<file path="src/rtl/nra_pkg.sv">
package nra_pkg;

   typedef enum logic [1:0] {
      OP_NONE      = 2'd0,
      OP_ADD_B_INC = 2'd1,
      OP_ADD_C     = 2'd2
   } op_kind_e;

   typedef enum logic {
      ST_IDLE = 1'b0,
      ST_WB   = 1'b1
   } seq_state_e;

endpackage

</file>
<file path="src/rtl/nra_decode.sv">
module nra_decode
   import nra_pkg::*;
#(
   parameter int INSTR_W = 13,
   parameter int DATA_W  = 4,
   localparam int OPC_W  = INSTR_W - DATA_W,
   parameter logic [OPC_W-1:0] OPC_ADDB_X = 'h1D5,
   parameter logic [OPC_W-1:0] OPC_ADDB_Y = 'h1D7,
   parameter logic [OPC_W-1:0] OPC_ADDC_X = 'h1D0,
   parameter logic [OPC_W-1:0] OPC_ADDC_Y = 'h1D2
) (
   input  logic [INSTR_W-1:0] instr,
   output op_kind_e           kind,
   output logic               use_y,
   output logic [DATA_W:0]    radix
);

   localparam logic [DATA_W:0] RADIX_TOP = (DATA_W+1)'(1) << DATA_W;

   logic [OPC_W-1:0] opc;
   assign opc   = instr[INSTR_W-1:DATA_W];
   assign radix = RADIX_TOP - {1'b0, instr[DATA_W-1:0]};

   always_comb begin
      kind  = OP_NONE;
      use_y = 1'b0;
      unique case (opc)
         OPC_ADDB_X: kind = OP_ADD_B_INC;
         OPC_ADDB_Y: begin kind = OP_ADD_B_INC; use_y = 1'b1; end
         OPC_ADDC_X: kind = OP_ADD_C;
         OPC_ADDC_Y: begin kind = OP_ADD_C; use_y = 1'b1; end
         default:    kind = OP_NONE;
      endcase
   end

endmodule

</file>
<file path="src/rtl/nra_radix_adj.sv">
module nra_radix_adj #(
   parameter int DATA_W   = 4,
   parameter int ADJ_IMPL = 0
) (
   input  logic [DATA_W-1:0] mem_val,
   input  logic [DATA_W-1:0] addend,
   input  logic              cin,
   input  logic [DATA_W:0]   radix,
   output logic [DATA_W-1:0] result,
   output logic              cout
);

   logic [DATA_W:0] raw_sum;
   assign raw_sum = {1'b0, mem_val} + {1'b0, addend} + {{DATA_W{1'b0}}, cin};

   generate
      if (ADJ_IMPL == 0) begin : g_compare
         assign cout   = (raw_sum >= radix);
         assign result = cout ? DATA_W'(raw_sum - radix) : DATA_W'(raw_sum);
      end else if (ADJ_IMPL == 1) begin : g_borrow
         logic [DATA_W+1:0] diff;
         assign diff   = {1'b0, raw_sum} - {1'b0, radix};
         assign cout   = ~diff[DATA_W+1];
         assign result = cout ? DATA_W'(diff) : DATA_W'(raw_sum);
      end else begin : g_bad_impl
         $error("nra_radix_adj: ADJ_IMPL must be 0 or 1");
      end
   endgenerate

endmodule

</file>
<file path="src/rtl/nra_addr_gen.sv">
module nra_addr_gen #(
   parameter int ADDR_W = 16,
   parameter int EXT_W  = 8
) (
   input  logic              use_ext,
   input  logic              use_y,
   input  logic [ADDR_W-1:0] x_ptr,
   input  logic [ADDR_W-1:0] y_ptr,
   input  logic [EXT_W-1:0]  ext_val,
   output logic [ADDR_W-1:0] addr
);

   localparam int PAGE_W = ADDR_W - EXT_W;

   logic [ADDR_W-1:0] page_addr;
   assign page_addr = {{PAGE_W{use_y}}, ext_val};

   always_comb begin
      if (use_ext)    addr = page_addr;
      else if (use_y) addr = y_ptr;
      else            addr = x_ptr;
   end

endmodule

</file>
<file path="src/rtl/nibble_radix_adc.sv">
module nibble_radix_adc
   import nra_pkg::*;
#(
   parameter int DATA_W   = 4,
   parameter int ADDR_W   = 16,
   parameter int EXT_W    = 8,
   parameter int INSTR_W  = 13,
   parameter int ADJ_IMPL = 0
) (
   input  logic               clk,
   input  logic               rst_n,
   input  logic               start,
   input  logic [INSTR_W-1:0] instr,
   input  logic [ADDR_W-1:0]  x_ptr,
   input  logic [ADDR_W-1:0]  y_ptr,
   input  logic [DATA_W-1:0]  b_val,
   input  logic               c_in,
   input  logic               ext_load,
   input  logic [EXT_W-1:0]   ext_imm,
   output logic               mem_rd,
   output logic               mem_we,
   output logic [ADDR_W-1:0]  mem_addr,
   output logic [DATA_W-1:0]  mem_wdata,
   input  logic [DATA_W-1:0]  mem_rdata,
   output logic               flag_we,
   output logic               c_out,
   output logic               z_out,
   output logic               ptr_we,
   output logic               ptr_is_y,
   output logic [ADDR_W-1:0]  ptr_next,
   output logic               busy,
   output logic               done
);

   generate
      if (DATA_W < 2)          begin : g_chk_data  $error("DATA_W must be at least 2");        end
      if (INSTR_W <= DATA_W)   begin : g_chk_instr $error("INSTR_W must exceed DATA_W");       end
      if (EXT_W >= ADDR_W)     begin : g_chk_ext   $error("EXT_W must be narrower than ADDR_W"); end
   endgenerate

   // decode of the presented word
   op_kind_e          dec_kind;
   logic              dec_use_y;
   logic [DATA_W:0]   dec_radix;

   nra_decode #(.INSTR_W(INSTR_W), .DATA_W(DATA_W)) u_decode (
      .instr (instr),
      .kind  (dec_kind),
      .use_y (dec_use_y),
      .radix (dec_radix)
   );

   // sequencing and latched operands
   seq_state_e        state_q;
   logic              ext_on_q;
   logic [EXT_W-1:0]  ext_val_q;
   op_kind_e          kind_q;
   logic              use_y_q;
   logic [DATA_W:0]   radix_q;
   logic [ADDR_W-1:0] addr_q;
   logic [DATA_W-1:0] addend_q;
   logic              cin_q;

   logic accept, op_ok, use_ext, in_wb;
   logic [ADDR_W-1:0] cur_addr;

   assign in_wb   = (state_q == ST_WB);
   assign accept  = (state_q == ST_IDLE) && start;
   assign op_ok   = accept && (dec_kind != OP_NONE);
   assign use_ext = ext_on_q && (dec_kind == OP_ADD_C);

   nra_addr_gen #(.ADDR_W(ADDR_W), .EXT_W(EXT_W)) u_addr (
      .use_ext (use_ext),
      .use_y   (dec_use_y),
      .x_ptr   (x_ptr),
      .y_ptr   (y_ptr),
      .ext_val (ext_val_q),
      .addr    (cur_addr)
   );

   always_ff @(posedge clk or negedge rst_n) begin
      if (!rst_n) begin
         state_q   <= ST_IDLE;
         ext_on_q  <= 1'b0;
         ext_val_q <= '0;
         kind_q    <= OP_NONE;
         use_y_q   <= 1'b0;
         radix_q   <= '0;
         addr_q    <= '0;
         addend_q  <= '0;
         cin_q     <= 1'b0;
      end else begin
         if (accept) begin
            ext_on_q <= 1'b0;
         end else if (ext_load) begin
            ext_on_q  <= 1'b1;
            ext_val_q <= ext_imm;
         end
         if (op_ok) begin
            state_q  <= ST_WB;
            kind_q   <= dec_kind;
            use_y_q  <= dec_use_y;
            radix_q  <= dec_radix;
            addr_q   <= cur_addr;
            addend_q <= (dec_kind == OP_ADD_B_INC) ? b_val : '0;
            cin_q    <= c_in;
         end else if (in_wb) begin
            state_q  <= ST_IDLE;
         end
      end
   end

   // radix-adjusted sum in the write-back cycle
   logic [DATA_W-1:0] adj_res;
   logic              adj_c;

   nra_radix_adj #(.DATA_W(DATA_W), .ADJ_IMPL(ADJ_IMPL)) u_adj (
      .mem_val (mem_rdata),
      .addend  (addend_q),
      .cin     (cin_q),
      .radix   (radix_q),
      .result  (adj_res),
      .cout    (adj_c)
   );

   assign mem_rd    = op_ok;
   assign mem_addr  = in_wb ? addr_q : cur_addr;
   assign mem_we    = in_wb;
   assign mem_wdata = adj_res;
   assign flag_we   = in_wb;
   assign c_out     = adj_c;
   assign z_out     = (adj_res == '0);
   assign ptr_we    = in_wb && (kind_q == OP_ADD_B_INC);
   assign ptr_is_y  = use_y_q;
   assign ptr_next  = addr_q + ADDR_W'(1);
   assign busy      = in_wb;
   assign done      = in_wb;

   // a read is always followed by the write-back one cycle later
   assert_read_then_write_R7: assert property (@(posedge clk) disable iff (!rst_n)
      mem_rd |=> (mem_we && done && flag_we));

   // completion only ever follows an issued read
   assert_done_after_read_R7: assert property (@(posedge clk) disable iff (!rst_n)
      done |-> $past(mem_rd));

   // a read is never issued while a write-back is running
   assert_no_rd_during_wb_R1: assert property (@(posedge clk) disable iff (!rst_n)
      !(mem_rd && mem_we));

   // zero flag follows the written nibble only
   assert_zero_tracks_data_R6: assert property (@(posedge clk) disable iff (!rst_n)
      flag_we |-> (z_out == (mem_wdata == '0)));

   // the pointer offered back is the written address plus one
   assert_ptr_step_R3: assert property (@(posedge clk) disable iff (!rst_n)
      ptr_we |-> (ptr_next == ADDR_W'(mem_addr + ADDR_W'(1))));

   // pointer updates only accompany a memory write
   assert_ptr_only_on_write_R4: assert property (@(posedge clk) disable iff (!rst_n)
      ptr_we |-> mem_we);

endmodule

</file>
<file path="config.mk">
export PLATFORM = sky130hd
export DESIGN_NAME = nibble_radix_adc
export DESIGN_NICKNAME = d
export VERILOG_FILES = /design/src/rtl/nra_pkg.sv /design/src/rtl/nra_decode.sv /design/src/rtl/nra_radix_adj.sv /design/src/rtl/nra_addr_gen.sv /design/src/rtl/nibble_radix_adc.sv
export SDC_FILE = /design/constraint.sdc
export NUM_CORES = 1
export LEC_CHECK = 0
export BUFFER_PORTS_ARGS = -buffer_cell sky130_fd_sc_hd__buf_4
export CORE_UTILIZATION = 44
export DETAILED_ROUTE_END_ITERATION = 8
export PLACE_DENSITY = 0.77
export SLEW_MARGIN = 40
export SYNTH_ARGS = -nofsm -noshare
export SYNTH_HDL_FRONTEND = slang
export SYNTH_SLANG_ARGS = --single-unit
export TNS_END_PERCENT = 100
</file>
<file path="constraint.sdc">
create_clock -name clk -period 3.05 [get_ports clk]
set_clock_uncertainty 0.2 [all_clocks]
set_input_delay 0.305 -clock clk [delete_from_list [all_inputs] [get_ports clk]]
set_output_delay 0.305 -clock clk [all_outputs]
set_load 0.05 [all_outputs]
</file>
## Yosys cells after proc, flatten, opt, wreduce, memory -nomap -nowiden

Index checks and enable logic that the tools add are counted.

- Word-level logic and storage cells: 45
- Bits in registers: 39
- Output and inout port bits: 45

- Multiplexer cells: 10
- Bitwise logic cells: 2
- Equal/unequal tests: 7
- $lt $le $gt $ge: 1
- Reductions and logical operators: 11
- Add/sub/neg operators: 5

Operators by type and width:

| kind | number |
|---|---|
| 2-to-1 mux 16 bit | 3 |
| == test 9 bit, second input constant | 4 |
| adder 16 x 1 -> 16 bit, second input constant | 1 |
| 2-to-1 mux 4 bit | 2 |
| OR reduction 2 bit | 3 |
| adder 4 x 4 -> 5 bit | 1 |
| adder 5 x 1 -> 5 bit | 1 |
| >= comparator 5 bit | 1 |
| subtractor 5 x 4 -> 5 bit, first input constant | 1 |
| == test 2 x 1 -> 1 bit, second input constant | 2 |
| logical AND 1 bit | 4 |
| logical NOT 4 bit | 1 |
| 2-to-1 mux 1 bit | 4 |
| case mux 2 bit (2 select lines) | 1 |
| nonzero test 2 bit | 2 |
| subtractor 4 bit | 1 |
| == test 2 bit, second input constant | 1 |
| NOT 1 bit | 2 |
| AND reduction 2 bit | 1 |

## Longest topological paths before layout

- Depth after elaboration: 7
- Gate-level depth with buffers: 12

## By module

From an unflattened synthesis, not the netlist that was laid out.

- Cells, all modules: 269
- Area total of the unflattened synthesis: 3004.1 um^2

By module, submodules not included:

| module | seq. area each (um^2) | instances | area an instance (um^2) | cells each |
|---|---|---|---|---|
| nibble_radix_adc | 975.9 | 1 | 2149.6 | 162 |
| nra_radix_adj | 0.0 | 1 | 395.4 | 45 |
| nra_addr_gen | 0.0 | 1 | 331.6 | 47 |
| nra_decode | 0.0 | 1 | 127.6 | 15 |

## Worst setup path after synthesis

OpenSTA, ideal clock, no wires.

- Kind: register -> output
- From: register addend_q[0]
- To: output z_out
- Stages on the path, launching flop included: 12
- Arrival time: 4.397 ns
- Buffers on the path: 0
- Slack: -1.852 ns
- Path through: dfrtp_1 fa_1 inv_1 fa_1 nor2b_1 o21ai_0 nand2b_1 ha_1 a21o_1 a31oi_2 o21ai_0 nor4_1

- Cells in the longest elaborated chain, start to end: 5
- Elaborated cells between the ends (all ways): 6
- Those cells by class: 3 x add/sub; 1 x order compare; 1 x mux; 1 x reduce/logical

Ends and longest elaborated chain:

| item | RTL line | RTL |
|---|---|---|
| start: declaration | nibble_radix_adc.sv:61 | `logic [DATA_W-1:0] addend_q;` |
| start signal: assignment | nibble_radix_adc.sv:105 | `addend_q <= (dec_kind == OP_ADD_B_INC) ? b_val : '0;` |
| adder 4 x 4 -> 5 bit (*) | nra_radix_adj.sv:14 | `assign raw_sum = {1'b0, mem_val} + {1'b0, addend} + {{DATA_W{1'b0}}, cin};` |
| adder 5 x 1 -> 5 bit (*) | nra_radix_adj.sv:14 |  |
| subtractor 4 bit or >= comparator 5 bit (tied branches) | nra_radix_adj.sv:19, nra_radix_adj.sv:18 |  |
| 2-to-1 mux 4 bit (*) | nra_radix_adj.sv:19 | `assign result = cout ? DATA_W'(raw_sum - radix) : DATA_W'(raw_sum);` |
| net mem_wdata[2] | nibble_radix_adc.sv:23 | `output logic [DATA_W-1:0] mem_wdata,` |
| logical NOT 4 bit (*) | nibble_radix_adc.sv:132 | `assign z_out = (adj_res == '0);` |
| end: declaration | nibble_radix_adc.sv:27 | `output logic z_out,` |

The timed path passes the listed nets; every way through them passes the cells marked *.

## Worst setup path in the final report

- From: register addend_q[0]
- To: output z_out

- Cells in the longest elaborated chain, start to end: 5
- Elaborated cells between the ends (all ways): 6
- Those cells by class: 3 x add/sub; 1 x order compare; 1 x mux; 1 x reduce/logical

Ends and longest elaborated chain:

| item | RTL line |
|---|---|
| adder 4 x 4 -> 5 bit (*) | nra_radix_adj.sv:14 |
| adder 5 x 1 -> 5 bit (*) | nra_radix_adj.sv:14 |
| subtractor 4 bit or >= comparator 5 bit (tied branches) | nra_radix_adj.sv:19, nra_radix_adj.sv:18 |
| 2-to-1 mux 4 bit (*) | nra_radix_adj.sv:19 |
| logical NOT 4 bit (*) | nibble_radix_adc.sv:132 |

Mark *: on every way between the ends. The rest lies on a longest branch, timed or not.

==> results.md <==
* Reg2reg start: ext_on_q
* Share of layout cells above drive strength 1 at 45.7%
* Synth Instances at 309
* P&R area growth vs syn at 49.1%
* Min Tclk post-route at 3.55 ns
* Filler Cell Count at 489
* RSZ-0062 raised after global routing: true
* Worst Path Arrival at 3.04 ns
* Max FO, Critical Path at 6
* WL met1 at 2950 µm
* Critical Path Slowest Stage Cell: dfrtp_1
* Number of diodes at 0
* Clk slew on worst S/H paths at 0.08 ns
* Number of global-route vias before repair at 2,457
* Most frequent cell on the critical path: fa_2
* Reg-to-Reg End: addr_q[4]
* Drt via density at 5.13
* Routed wl met3 at 355 µm
* Violated checks: setup timing
* Wire per inst at 14.2 µm
* Post-DRT Antenna Nets at 0
* Final Routed Wirelength at 7160 µm
* CTS H-Tree Depth at 2
* GRT Residual Overflow at 0
* Synthesized area per cell at 8.81 µm²
* Top routing layer in use: met4
* Leak pwr at 1.93 nW
* TNS Setup at -2.03 ns
* Die H at 80.6 µm
* Sequential element share of the synthesized area at 35.9%
* Sink Count at 39
* Power per standard cell area at 466 nW/µm²
* Antenna violations before repair at 0
* Overall power at 1.89 mW
* CTS tree: done
* Die area at 6500 µm²
* Largest net degree at the start of global routing at 40
* Type of origin of the critical path: flip-flop
* CTS buffer count at 5
* Initial Util at 45.7%
* Worst min path class: in2reg
* Max-cap viol count at 0
* Mapped Area at 2720 µm²
* CTS max path bufs at 2
* Status: complete, but fails checks
* Initial detailed-routing violation count at 78
* Worst vdd ir at 0.000327 V
* Worst-path cell chain: fa_2, inv_2, fa_2, nor2b_1, o21ai_1, nand2b_1, ha_4, buf_4, a31oi_4, buf_12, mux2i_4, nor4_4, buf_6
* Width of the die at 80.6 µm
* Via total after detailed routing at 2,583
* Register bit total from synthesis at 39
* Final Util at 68.1%
* Tcrit/Tclk final at 116%
* Hold Path Sink: kind_q[1]
* Final Hold Viols at 0
* Hold slack at 0.0174 ns
* Site Rows at 28
* Fmax at 282 MHz
* DPL Wire Length at 5460 µm
* Worst Hold Launch: instr[4]
* I/O pins at 111
* Hold Path Depth at 2
* Core area at 5960 µm²
* Post-synth cell types at 40
* Clock root cell: clkbuf_8
* Worst-case reg-to-reg path depth at 5
* R2R setup slack at 1.06 ns
* CP Class: reg2out
* TritonRoute pass-1 iters at 4
* Crit path largest cell delay at 0.41 ns
* Worst skew pair latency at 0.29 ns
* Port Buffers at 110
* Crit. End Element: primary output
* CP required at 2.54 ns
* GRT Total Usage at 22.7%
* Worst Max-Slew Pin Slew at 0.493 ns
* Max-slew violations at 0
* # setup viols final at 6
* Max-slew headroom at 67.2%
* Mapped Nets at 388
* Final WS setup at -0.499 ns
* Ys Warns at 0
* DRC at 0
* First-pass GRT wire length at 11,300 µm
* WL met2 at 3710 µm
* Final #Nets at 507
* GPL Wtd Cong at 0.809
## area by class of cell
| type | instances | area [µm²] | area share (%) |
|---|---|---|---|
| clock inverter | 2 | 35.0 | 0.864 |
| tap | 75 | 93.8 | 2.31 |
| timing repair buffer | 129 | 1030 | 25.3 |
| inverter | 14 | 55.1 | 1.36 |
| clock buffer | 6 | 82.6 | 2.04 |
| sequential | 39 | 976 | 24.1 |
| multi-input combinational | 239 | 1790 | 44.0 |
## per-layer routing
layer	vias up	GRT usage [%]
met4	0	7.32
met5	-	0
li1	1299	-
met3	13	4.55
met2	81	39.9
met1	1190	27.5
## synthesized netlist by cell type (all sizes together)
| library cell | instances | area, µm² |
|---|---|---|
| nand2 | 64 | 257 |
| o21ai | 52 | 343 |
| dfrtp | 39 | 976 |
| inv | 14 | 52.6 |
| xnor2 | 14 | 123 |
| nand3 | 13 | 65.1 |
| nor2 | 11 | 56.3 |
| a21o | 10 | 75.1 |
| buf | 10 | 76.3 |
| ha | 10 | 125 |
| mux2 | 8 | 90.1 |
| o22a | 8 | 70.1 |
| o22ai | 8 | 50.1 |
| clkbuf | 7 | 26.3 |
| a21oi | 6 | 41.3 |
| xor2 | 6 | 52.6 |
| nand2b | 4 | 25.0 |
| nor2b | 4 | 25.0 |
| fa | 3 | 60.1 |
| nand4 | 3 | 18.8 |
| and3 | 2 | 12.5 |
| mux2i | 2 | 20.0 |
| or3 | 2 | 12.5 |
| a31oi | 1 | 12.5 |
| and2 | 1 | 6.26 |
| and3b | 1 | 8.76 |
| nand3b | 1 | 7.51 |
| nor3 | 1 | 5.00 |
| nor4 | 1 | 6.26 |
| o21a | 1 | 7.51 |
| o221ai | 1 | 8.76 |
| or2 | 1 | 6.26 |
## cells in the final DEF, fill, tap and decap left out, drive strengths merged, types with 8 or more instances in the layout
cell type | synthesis | layout
o22a | 8 | 8
dfrtp | 39 | 39
nor2 | 11 | 11
xnor2 | 14 | 14
buf | 10 | 127
ha | 10 | 10
inv | 14 | 14
o21ai | 52 | 52
nand3 | 13 | 13
a21o | 10 | 10
nand2 | 64 | 64
o22ai | 8 | 8
mux2 | 8 | 8
## worst max-delay path: cells and delay by family, from the launching register on
kind | cells | cell delay, ns
AOI/OAI and AO/OA | 2 | 0.21
adders and majority gates | 3 | 0.92
buffers and inverters | 4 | 0.54
DFF | 1 | 0.41
muxes | 1 | 0.19
and+or+nand+nor | 3 | 0.46
## through the flow
step	area, µm²	std cells	setup slack, ns
final	4060	504	-0.499
after global routing	4060	504	-0.604
after CTS	3970	500	-0.499
after detailed placement	3720	488	-0.328
after global placement	3720	488	-0.208
after floorplan	2820	309	-0.440
## sequential cells by signal, summed over array words and instances, names as in the netlist
signal and count:
ext_on_q 1, kind_q 2, addend_q 4, addr_q 16, cin_q 1, ext_val_q 8, busy 1, ptr_is_y 1
radix_q 5
## worst max-delay path by stage
stage | from | slack [ns] | cells after the start | end
final | addend_q[0] | -0.50 | 13 | z_out
after global placement | mem_rdata[0] | -0.21 | 12 | z_out
after global routing | addend_q[0] | -0.60 | 13 | z_out
after detailed placement | mem_rdata[0] | -0.33 | 12 | z_out
after floorplan | addend_q[0] | -0.44 | 11 | z_out
after CTS | addend_q[0] | -0.50 | 12 | z_out
## kinds of logic (layout without fill, tap and decap cells)
group	after synthesis	count (layout)	share of synthesized area (%)
adder cells (fa/ha/maj)	13	13	6.80
AO/OA/AOI/OAI	87	87	22.3
AND/OR/NAND/NOR	109	109	18.8
buffers and inverters	31	151	5.70
multiplexers	10	10	4.05
XOR/XNOR	20	20	6.44
flip-flops	39	39	35.9
## where the power goes
part / switching [mW] / leakage [nW] / internal [mW] / total, mW
clock: 0.182 / 0.0612 / 0.265 / 0.447
sequential: 0.0434 / 0.493 / 0.565 / 0.609
combinational: 0.465 / 1.37 / 0.370 / 0.834
total: 0.690 / 1.93 / 1.20 / 1.89
## repair_timing
action | 4_1_cts | 5_1_grt
pin swaps | 2 | 2
hold buffers | 2 | 0
resized for setup | 19 | 12
endpoints found under the setup margin | 6 | 6
setup buffers | 2 | 4
endpoints found under the hold margin | 40 | 0
No activity file was read; power rests on OpenSTA's default activity.
